### src/rtl/agu_pkg.sv
// Package: shared widths and the result record of the address generator.
// Assumes a flat 64-bit address space with modulo arithmetic.
package agu_pkg;
    parameter int unsigned ADDR_W  = 64;
    parameter int unsigned DISP_W  = 13;
    parameter int unsigned SCALE_W = 3;
    parameter int unsigned REG_W   = 5;

    typedef struct packed {
        logic              vld;
        logic              addr_only;
        logic [REG_W-1:0]  dst;
    } agu_tag_t;
endpackage

### src/rtl/agu_disp_sel.sv
// Displacement selector: sign-extends the short instruction field to the
// address width, or passes the prefix constant through when it is present.
// Assumes DISP_W < ADDR_W.
module agu_disp_sel #(
    parameter int unsigned ADDR_W = 64,
    parameter int unsigned DISP_W = 13
) (
    input  logic [DISP_W-1:0] disp_i,
    input  logic              xdisp_vld_i,
    input  logic [ADDR_W-1:0] xdisp_i,
    output logic [ADDR_W-1:0] disp_o
);
    localparam int unsigned EXT_W = ADDR_W - DISP_W;

    logic [ADDR_W-1:0] native_sx;

    // Replicate the sign bit of the short field into the upper bits.
    always_comb begin
        native_sx = {{EXT_W{disp_i[DISP_W-1]}}, disp_i};
    end

    // Prefer the prefix constant when the prefix unit supplies one.
    always_comb begin
        disp_o = xdisp_vld_i ? xdisp_i : native_sx;
    end
endmodule

### src/rtl/agu_index_scaler.sv
// Index scaler: shifts the index left by the scale amount, or yields zero
// when no index register takes part. Bits shifted past the top are lost.
// Assumes SCALE_W is small (a few bits) so each stage is one mux level.
module agu_index_scaler #(
    parameter int unsigned ADDR_W  = 64,
    parameter int unsigned SCALE_W = 3
) (
    input  logic [ADDR_W-1:0]  index_i,
    input  logic [SCALE_W-1:0] scale_i,
    input  logic               idx_en_i,
    output logic [ADDR_W-1:0]  term_o
);
    logic [ADDR_W-1:0] stage [SCALE_W+1];

    // Gate the index before shifting so a disabled index costs nothing.
    always_comb begin
        stage[0] = idx_en_i ? index_i : '0;
    end

    // One logarithmic shifter stage per scale bit.
    for (genvar s = 0; s < SCALE_W; s++) begin : g_shift
        always_comb begin
            stage[s+1] = scale_i[s] ? (stage[s] << (2**s)) : stage[s];
        end
    end

    // The last stage is the scaled index term.
    always_comb begin
        term_o = stage[SCALE_W];
    end
endmodule

### src/rtl/agu_add3.sv
// Three-operand adder modulo 2^ADDR_W. USE_CSA picks a carry-save
// compression followed by one carry-propagate add, or a plain chained sum.
// Assumes both variants must give identical results; only depth differs.
module agu_add3 #(
    parameter int unsigned ADDR_W  = 64,
    parameter bit          USE_CSA = 1'b1
) (
    input  logic [ADDR_W-1:0] a_i,
    input  logic [ADDR_W-1:0] b_i,
    input  logic [ADDR_W-1:0] c_i,
    output logic [ADDR_W-1:0] sum_o
);
    if (USE_CSA) begin : g_csa
        logic [ADDR_W-1:0] psum;
        logic [ADDR_W-1:0] pcar;

        // Compress three operands into a sum word and a carry word.
        always_comb begin
            psum = a_i ^ b_i ^ c_i;
            pcar = ((a_i & b_i) | (a_i & c_i) | (b_i & c_i)) << 1;
        end

        // Single carry-propagate add; the top carry is dropped.
        always_comb begin
            sum_o = psum + pcar;
        end
    end else begin : g_chain
        // Two ripple additions in series; the top carries are dropped.
        always_comb begin
            sum_o = a_i + b_i + c_i;
        end
    end
endmodule

### src/rtl/agu_ea_gen.sv
// Effective address generator top. Combines base, scaled index and
// displacement, registers the address one cycle later, and steers the
// result either to a memory request or to a register write-back.
// Assumes the caller holds no request across cycles: one request per
// cycle with req_vld_i high. Reset is synchronous and active low.
module agu_ea_gen
    import agu_pkg::*;
#(
    parameter bit USE_CSA = 1'b1
) (
    input  logic               clk,
    input  logic               rst_n,
    input  logic               req_vld_i,
    input  logic [ADDR_W-1:0]  base_i,
    input  logic [ADDR_W-1:0]  index_i,
    input  logic [SCALE_W-1:0] scale_i,
    input  logic               idx_en_i,
    input  logic [DISP_W-1:0]  disp_i,
    input  logic               xdisp_vld_i,
    input  logic [ADDR_W-1:0]  xdisp_i,
    input  logic               addr_only_i,
    input  logic [REG_W-1:0]   dst_i,
    output logic               ea_vld_o,
    output logic [ADDR_W-1:0]  ea_o,
    output logic               mem_req_o,
    output logic               wb_en_o,
    output logic [REG_W-1:0]   wb_reg_o,
    output logic [ADDR_W-1:0]  wb_data_o
);
    logic [ADDR_W-1:0] disp_full;
    logic [ADDR_W-1:0] idx_term;
    logic [ADDR_W-1:0] ea_next;
    logic [ADDR_W-1:0] ea_q;
    agu_tag_t          tag_d;
    agu_tag_t          tag_q;

    agu_disp_sel #(
        .ADDR_W (ADDR_W),
        .DISP_W (DISP_W)
    ) u_disp (
        .disp_i      (disp_i),
        .xdisp_vld_i (xdisp_vld_i),
        .xdisp_i     (xdisp_i),
        .disp_o      (disp_full)
    );

    agu_index_scaler #(
        .ADDR_W  (ADDR_W),
        .SCALE_W (SCALE_W)
    ) u_scale (
        .index_i  (index_i),
        .scale_i  (scale_i),
        .idx_en_i (idx_en_i),
        .term_o   (idx_term)
    );

    agu_add3 #(
        .ADDR_W  (ADDR_W),
        .USE_CSA (USE_CSA)
    ) u_add (
        .a_i   (base_i),
        .b_i   (idx_term),
        .c_i   (disp_full),
        .sum_o (ea_next)
    );

    // Collect the request tag that travels alongside the address.
    always_comb begin
        tag_d.vld       = req_vld_i;
        tag_d.addr_only = addr_only_i;
        tag_d.dst       = dst_i;
    end

    // Tag register: valid follows every cycle, fields load with a request.
    always_ff @(posedge clk) begin
        if (!rst_n) begin
            tag_q <= '0;
        end else begin
            tag_q.vld <= tag_d.vld;
            if (req_vld_i) begin
                tag_q.addr_only <= tag_d.addr_only;
                tag_q.dst       <= tag_d.dst;
            end
        end
    end

    // Address register: loads only on a request, holds otherwise.
    always_ff @(posedge clk) begin
        if (!rst_n) begin
            ea_q <= '0;
        end else if (req_vld_i) begin
            ea_q <= ea_next;
        end
    end

    // Steer the registered result to memory or to register write-back.
    always_comb begin
        ea_vld_o  = tag_q.vld;
        ea_o      = ea_q;
        mem_req_o = tag_q.vld & ~tag_q.addr_only;
        wb_en_o   = tag_q.vld &  tag_q.addr_only;
        wb_reg_o  = tag_q.dst;
        wb_data_o = ea_q;
    end
endmodule

### config.mk
export PLATFORM = sky130hd
export DESIGN_NAME = agu_ea_gen
export DESIGN_NICKNAME = d
export VERILOG_FILES = /design/src/rtl/agu_pkg.sv /design/src/rtl/agu_disp_sel.sv /design/src/rtl/agu_index_scaler.sv /design/src/rtl/agu_add3.sv /design/src/rtl/agu_ea_gen.sv
export SDC_FILE = /design/constraint.sdc
export NUM_CORES = 1
export LEC_CHECK = 0
export ABC_AREA = 0
export CAP_MARGIN = 10
export CELL_PAD_IN_SITES_DETAIL_PLACEMENT = 1
export CELL_PAD_IN_SITES_GLOBAL_PLACEMENT = 1
export CORE_MARGIN = 1.5
export CORE_UTILIZATION = 32
export CTS_BUF_LIST = sky130_fd_sc_hd__clkbuf_4
export CTS_CLUSTER_DIAMETER = 40
export DETAILED_ROUTE_END_ITERATION = 12
export PLACE_DENSITY = 0.89
export SLEW_MARGIN = 10
export SYNTH_ARGS = -nofsm -noshare
export SYNTH_HDL_FRONTEND = slang
export SYNTH_SLANG_ARGS = --single-unit
### constraint.sdc
create_clock -name clk -period 6.8 [get_ports clk]
set_input_delay 2.04 -clock clk [delete_from_list [all_inputs] [get_ports clk]]
set_output_delay 2.04 -clock clk [all_outputs]
set_load 0.01 [all_outputs]
==> results.md, run 1 <==
- Cell accounting for the most synthesized area: dfxtp_1
- R2r startpoint: ea_o[30]
- Clk_lat worst skew: 0.49 ns
- Slew Viols, Final: 0
- Critical path's most frequent cell: o21ai_0
- Sink Count: 71
- Post-route ant nets: 0
- Unrepaired setup endpoints after global routing: false
- Worst VDD drop: 109 uV
- Worst-Margin Slew: 0.671 ns
- Critical path origin: index_i[0]
- Vias per inst: 5.45
- R2R Setup Slk: 5.95 ns
- Clk pin slew, worst setup/hold paths: 0.14 ns
- CP Launch Type: primary input
- Worst min path class: flop to flop
- Async set-reset flop share out of synthesis: 0
- Static Leak: 0.00665 uW
- Post-DP HPWL: 37.6 mm
- Syn_nets: 1797
- Final-stage net count: 2035
- Post-synth EDFFs: 0
- Initial antenna violation count: 9
- Hold path startpoint: ea_o[53]
- Seq/Total Area, Yosys: 0.124
- R2R Path End: ea_o[30]
- First-pass GRT wire length: 69.9 mm
- Routed WL: 45.6 mm
- Fill cells: 4289
- Die H: 192 um
- First drt pass iteration count: 5
- Final Cycle Share: 0.955
- H-tree depth: 3
- Critical Setup Path Class: primary input to flop
- Pre-CTS worst setup slack: -0.269 ns
- Overflow after GRT: 0
- Most frequent cells in the layout: 347 x clkdlybuf4s50_1, 184 x inv_1, 141 x nand2_1
- Clock Tree Buf Depth: 2
- Area Overhead vs Synth: 32.0%
- Synth area leaders: dfxtp_1 12%, fa_1 11%, mux4_2 10%
- Cell row count: 69
- Max stage delay on crit path: 0.60 ns
- Final setup margin: 0.303 ns
- Final Setup Violations: 0
- Worst-path cell chain: clkdlybuf4s50_1, mux2i_1, o21ai_0, nand2_1, nor2_1, fa_1, fa_1, a211oi_1, nor2_2, o21ai_2, o221ai_1, a21oi_1, nor3_1, or2_2, a21oi_1, o21ai_0, xnor2_1, o21ai_0
- Overall Power: 3290 uW
- Largest net degree at the start of global routing: 59
- Hold_buf cts: 0
- Post-Syn Area: 11500 um^2
- Routability Congestion: 0.920
- Max-Slew Margin vs Limit: 0.553
- Vias in the first global route: 12544
- Clk_skew: 0 ns
- Via count: 11787
- Fin crit period: 6.50 ns
- Root Buffer: clkbuf_4
- Critical path's slowest cell: clkdlybuf4s50_1
- Top cell type's share of synthesized area: 0.124
- Synthesized instance count: 1452
- IO Pins: 355
- First DRT Iteration DRCs: 689
- Initial core utilization: 0.324
- Outcome: complete, no violations
- Cell variety after synth: 73
- Area of the multi-input gates: 8400 um^2
- Crit path max fanout: 4
- Pwr Density: 217 nW/um^2
- Share of layout cells above drive strength 1: 0.0850
- R2R depth: 2
- Maxcap violations: 0
- Wire per inst: 21.1 um
- Die X: 192 um
- Post-synth top flop: dfxtp_1
- Postcts setup bufs: 0
- Worst Setup End Kind: flop
- Data required, critical path: 7.16 ns
- Yosys warnings: 0
- Syn avg cell area: 7.89 um^2
- Yosys reg bits: 71
- Crit path to: ea_o[25]
- CTS tree: done
- Seq. cell area: 1420 um^2
- CTS Buf Count: 9
- WP data arrival: 6.86 ns
- Most common cell after layout, fill and taps aside: clkdlybuf4s50_1
- Number of port buffers: 354
- Final Hold Viols: 0
- Drc violations: 0
- DIE AREA: 37000 um^2
- F_max: 154 MHz
- GRT Overall Usage: 0.245
- Core Area: 35400 um^2
## what timing repair did
item / 4_1_cts / 5_1_grt
resized for setup: 0 / 1
endpoints found under the setup margin: 0 / 1
hold endpoints to repair: 0 / 0
## cells in the mapped netlist (all sizes together), types with 13 or more instances
cell / count
a21o: 38
a21oi: 129
a31oi: 62
buf: 92
clkbuf: 69
dfxtp: 71
fa: 64
ha: 62
inv: 184
mux2: 13
mux2i: 53
mux4: 51
nand2: 142
nand3: 27
nand4: 16
nor2: 85
nor2b: 57
o21ai: 67
o21bai: 14
xnor2: 36
xor2: 18
## per-layer routing
layer  wire, um  up-vias  global-route usage
met2      22300      471               0.423
met5         27        -                   0
li1           -     5410                   -
met1      19000     5798               0.306
met4       1570        4              0.0942
met3       2640      104              0.0384
## worst min-delay path by stage
| stage | to | cells after the start |
|---|---|---|
| after floorplan | wb_reg_o[0] | 2 |
| after global placement | ea_o[56] | 2 |
| after detailed placement | ea_o[53] | 2 |
| after CTS | ea_o[53] | 2 |
| after global routing | ea_o[50] | 2 |
| final | ea_o[53] | 2 |
## sequential cells by signal, indices dropped and copies added, names as in the netlist
name      count
wb_reg_o      5
ea_vld_o      1
tag_q         1
ea_o         64
## kinds of logic (layout without fill, tap and decap cells)
| family | count (synthesis) | in the layout | share of synthesized area |
|---|---|---|---|
| and+or+nand+nor | 368 | 368 | 0.152 |
| DFF | 71 | 71 | 0.124 |
| adders and majority gates | 126 | 126 | 0.179 |
| xor gates and xnor gates | 54 | 54 | 0.0413 |
| AOI/OAI and AO/OA | 369 | 369 | 0.200 |
| buffers and inverters | 347 | 590 | 0.144 |
| muxes | 117 | 117 | 0.159 |
| other | 0 | 8 | 0 |
## area by class of cell
cell class,count,share of cell area
clock inverters,6,0.00562
diodes,8,0.00132
flip-flops and latches,71,0.0939
clock buffers,10,0.00496
repair buffers,390,0.255
inverters,184,0.0456
well taps,461,0.0381
multi-input cells,1034,0.555
## metrics by stage
| stage | setup TNS, ns | hold slack, ns | utilization | std cells | instance area, um^2 |
|---|---|---|---|---|---|
| after detailed placement | -1.11 | 0.482 | 0.422 | 2140 | 14900 |
| final | 0 | 0.495 | 0.427 | 2164 | 15100 |
| after CTS | 0 | 0.501 | 0.427 | 2156 | 15100 |
| after global routing | 0 | 0.533 | 0.427 | 2162 | 15100 |
| after floorplan | 0 | 0.484 | - | 1452 | 11500 |
| after global placement | -0.217 | 0.466 | 0.422 | 2140 | 14900 |
## worst max-delay path: cells and delay by family
kind,cells,cell delay (ns)
buffers and inverters,1,0.60
AND/OR/NAND/NOR,5,0.82
XOR/XNOR,1,0.36
multiplexers,1,0.13
AO/OA/AOI/OAI,8,1.88
adder cells (fa/ha/maj),2,0.99
## power breakdown
part	switching, uW	leakage (uW)	total [uW]	internal (uW)
logic	1230	0.00597	2330	1100
clock network	203	0.0000841	354	152
registers	94.5	0.000587	607	513
Note: power is estimated with default switching activity, not from simulation.
==> inputs of run 2 (changes only) <==
--- a/config.mk
+++ b/config.mk
@@ -10,11 +10,11 @@
 export CELL_PAD_IN_SITES_DETAIL_PLACEMENT = 1
 export CELL_PAD_IN_SITES_GLOBAL_PLACEMENT = 1
 export CORE_MARGIN = 1.5
-export CORE_UTILIZATION = 32
+export CORE_UTILIZATION = 35
 export CTS_BUF_LIST = sky130_fd_sc_hd__clkbuf_4
 export CTS_CLUSTER_DIAMETER = 40
 export DETAILED_ROUTE_END_ITERATION = 12
-export PLACE_DENSITY = 0.89
+export PLACE_DENSITY = 0.92
 export SLEW_MARGIN = 10
 export SYNTH_ARGS = -nofsm -noshare
 export SYNTH_HDL_FRONTEND = slang
==> constraint.sdc (replaced) <==
create_clock -name clk -period 6.6 [get_ports clk]
set_input_delay 1.98 -clock clk [delete_from_list [all_inputs] [get_ports clk]]
set_output_delay 1.98 -clock clk [all_outputs]
set_load 0.01 [all_outputs]
==> run 2 against run 1 <==
Worst setup slack got worse by 0.016 ns; cell area is 0.45% higher; worst hold slack worse by 0.00095 ns; register-to-register slack got worse by 0.18 ns; clock skew unchanged; clock power rose by 2%; count of clock-buffer cells in the layout unchanged; critical path depth down 1; total power rose by 3.8%; critical endpoint unchanged.
==> results.md, run 2 (synthesis gave the netlist of run 1 again) <==
- Int Pwr: 1830 uW (+4.1%)
- Clock network power share: 0.106 (-0.002)
- Final setup TNS: 0 ns (unchanged)
- PostCTS Resize Cnt: 0 (unchanged)
- Post-route ant nets: 0 (unchanged)
- Cell row count: 66 (-4.3%)
- Maxcap violations: 0 (unchanged)
- First-pass GRT wire length: 69.9 mm (about the same)
- Clk_lat worst skew: 0.50 ns (about the same)
- Final instance area: 15200 um^2 (+0.45%)
- Critical path origin: index_i[8]
- Wire per inst: 21.1 um (+0.27%)
- Largest net degree at the start of global routing: 59 (unchanged)
- Clk pin slew, worst setup/hold paths: 0.12 ns (-0.02 ns)
- Overflow after GRT: 0 (unchanged)
- WP buf/inv: 2 (+1)
- Sink Count: 71 (unchanged)
- R2R depth: 2 (unchanged)
- Wl on met1: 18.5 mm (-2.5%)
- First drt pass iteration count: 5 (unchanged)
- Data required, critical path: 6.96 ns (-0.20 ns)
- H-tree depth: 3 (unchanged)
- Root Buffer: clkbuf_4
- First DRT Iteration DRCs: 749 (+8.7%)
- CTS Buf Count: 9 (unchanged)
- Worst VDD drop: 125 uV (+14%)
- Critical path's most frequent cell: o21ai_0
- Met2 routed WL: 22.7 mm (+1.6%)
- Clk_skew: 0 ns (unchanged)
- DR WL met3: 2.66 mm (+0.83%)
- Static Leak: 0.00671 uW (+0.97%)
- Pwr Density: 225 nW/um^2 (+3.3%)
- CTS tree: done
- Number of port buffers: 354 (unchanged)
- Vias per inst: 5.51 (+1.1%)
- Worst-Margin Slew: 0.697 ns (+0.0260 ns)
- Comb power frac: 0.711 (+0.003)
- F_max: 158 MHz
- Max-Slew Margin vs Limit: 0.535 (-0.0179)
- Final Cycle Share: 0.956
- Share of layout cells above drive strength 1: 0.0919 (+0.00696)
- Post-placement cell area: 15000 um^2 (+0.58%)
- Initial antenna violation count: 2 (-7)
- R2R Path End: ea_o[30]
- Routed WL: 45.4 mm (-0.29%)
- Die X: 184 um (-4.3%)
- Sequential Power Share: 0.184 (about the same)
- Outcome: complete, no violations
- Worst Setup End Kind: flop
- R2r startpoint: ea_o[30]
- R2R Setup Slk: 5.77 ns (-0.18 ns)
- Routability Congestion: 0.883 (-4.1%)
- Fill cells: 3937 (-8.2%)
- Via count: 11855 (+0.58%)
- Initial core utilization: 0.354 (+0.0303)
- DP Cell Count: 2134 (-0.28%)
- Unrepaired setup endpoints after global routing: false
- Final Hold Viols: 0 (unchanged)
- Core Area: 32400 um^2 (-8.5%)
- Worst-path cell chain: clkdlybuf4s50_1, mux4_2, nand2_1, o21ai_0, fa_1, ha_1, a2111o_1, o21ai_1, buf_4, o221ai_1, a21oi_1, nor3_1, or2_2, a21oi_1, o21ai_0, xnor2_1, o21ai_0
- IO Pins: 355 (unchanged)
- Critical path's slowest cell: mux4_2
- Vias in the first global route: 12839 (+2.4%)
- Postcts setup bufs: 0 (unchanged)
- Die H: 184 um (-4.3%)
- Max layer used: met4
- Overall Power: 3420 uW (+3.8%)
- WP data arrival: 6.68 ns (-0.18 ns)
- Switching share of power: 0.463 (-0.00136)
- Max reg flops: 64 (unchanged)
- Final-stage net count: 2048 (+0.64%)
- Final cell count without fillers: 2152 (-0.55%)
- DIE AREA: 33800 um^2 (-8.4%)
- Worst min path class: flop to flop
- Fin crit period: 6.31 ns
- Area Overhead vs Synth: 32.6%
- Critical Setup Path Class: primary input to flop
- Max stage delay on crit path: 0.55 ns (-0.05 ns)
- Most common cell after layout, fill and taps aside: clkdlybuf4s50_1
- CP Launch Type: primary input
- Crit path max fanout: 6 (+2)
- Clock Tree Buf Depth: 2 (unchanged)
- Final Setup Violations: 0 (unchanged)
- Crit-path leading delay family: compound AO/OA/AOI/OAI gates
- Crit. path cell count: 17 (-1)
- Crit path to: ea_o[25]
- Drc violations: 0 (unchanged)
- Post-DP HPWL: 37.4 mm (-0.52%)
- Slew Viols, Final: 0 (unchanged)
- GRT Overall Usage: 0.267 (+0.0215)
- Hold_buf cts: 0 (unchanged)
- Switch Pwr: 1580 uW (+3.5%)
- Most frequent cells in the layout: 347 x clkdlybuf4s50_1, 184 x inv_1, 141 x nand2_1
[run 2: cell types whose count changed in the layout (fill, tap and decap cells not counted), sizes merged]
cell	delta
buf	+13
diode	-6
clkinv	-1
clkinvlp	+1
[run 2: stage by stage]
step	util	hold WS (ns)	setup slack (ns)
after floorplan	-	0.484	0.0750
after global placement	0.464	0.456	-0.0966
after detailed placement	0.464	0.476	-0.180
after CTS	0.469	0.500	0.372
after global routing	0.470	0.516	0.116
final	0.470	0.494	0.287
[run 2: cell type report]
cell class | count | area (um^2) | area share
Timing Repair Buffer | 403 | 3970 | 0.261
Antenna cell | 2 | 5.00 | 0.000329
Multi-Input combinational cell | 1034 | 8390 | 0.552
Clock buffer | 10 | 75.1 | 0.00494
Inverter | 184 | 691 | 0.0454
Sequential cell | 71 | 1420 | 0.0935
Clock inverter | 6 | 85.1 | 0.00560
Tap cell | 442 | 553 | 0.0364
[run 2: worst min-delay path: cells and delay by family (launching register included)]
kind,cells,cell delay (ns)
simple gates,1,0.05
flops,1,0.34
compound gates,1,0.06
[run 2: worst min path at each step]
stage	slack, ns	cells after the start	to	startpoint
3_5_place_dp	0.48	2	ea_o[53]	ea_o[53]
4_1_cts	0.50	2	ea_o[56]	ea_o[56]
6_report	0.49	2	ea_o[40]	ea_o[40]
2_1_floorplan	0.48	2	wb_reg_o[0]	wb_reg_o[0]
5_1_grt	0.52	2	ea_o[56]	ea_o[56]
3_3_place_gp	0.46	2	ea_o[56]	ea_o[56]
[run 2: power by group through the flow]
stage	logic [uW]	clock network [uW]	registers [uW]
global route	2630	385	638
global placement	2310	0	631
floorplan	1490	0	648
CTS	2410	372	630
finish	2430	360	627
detailed placement	2400	0	638
[run 2: layer usage]
metal  GRT usage  up-vias
met5           0        -
met4       0.111        0
met3      0.0456       94
met2       0.478      482
met1       0.314     5840
li1            -     5439
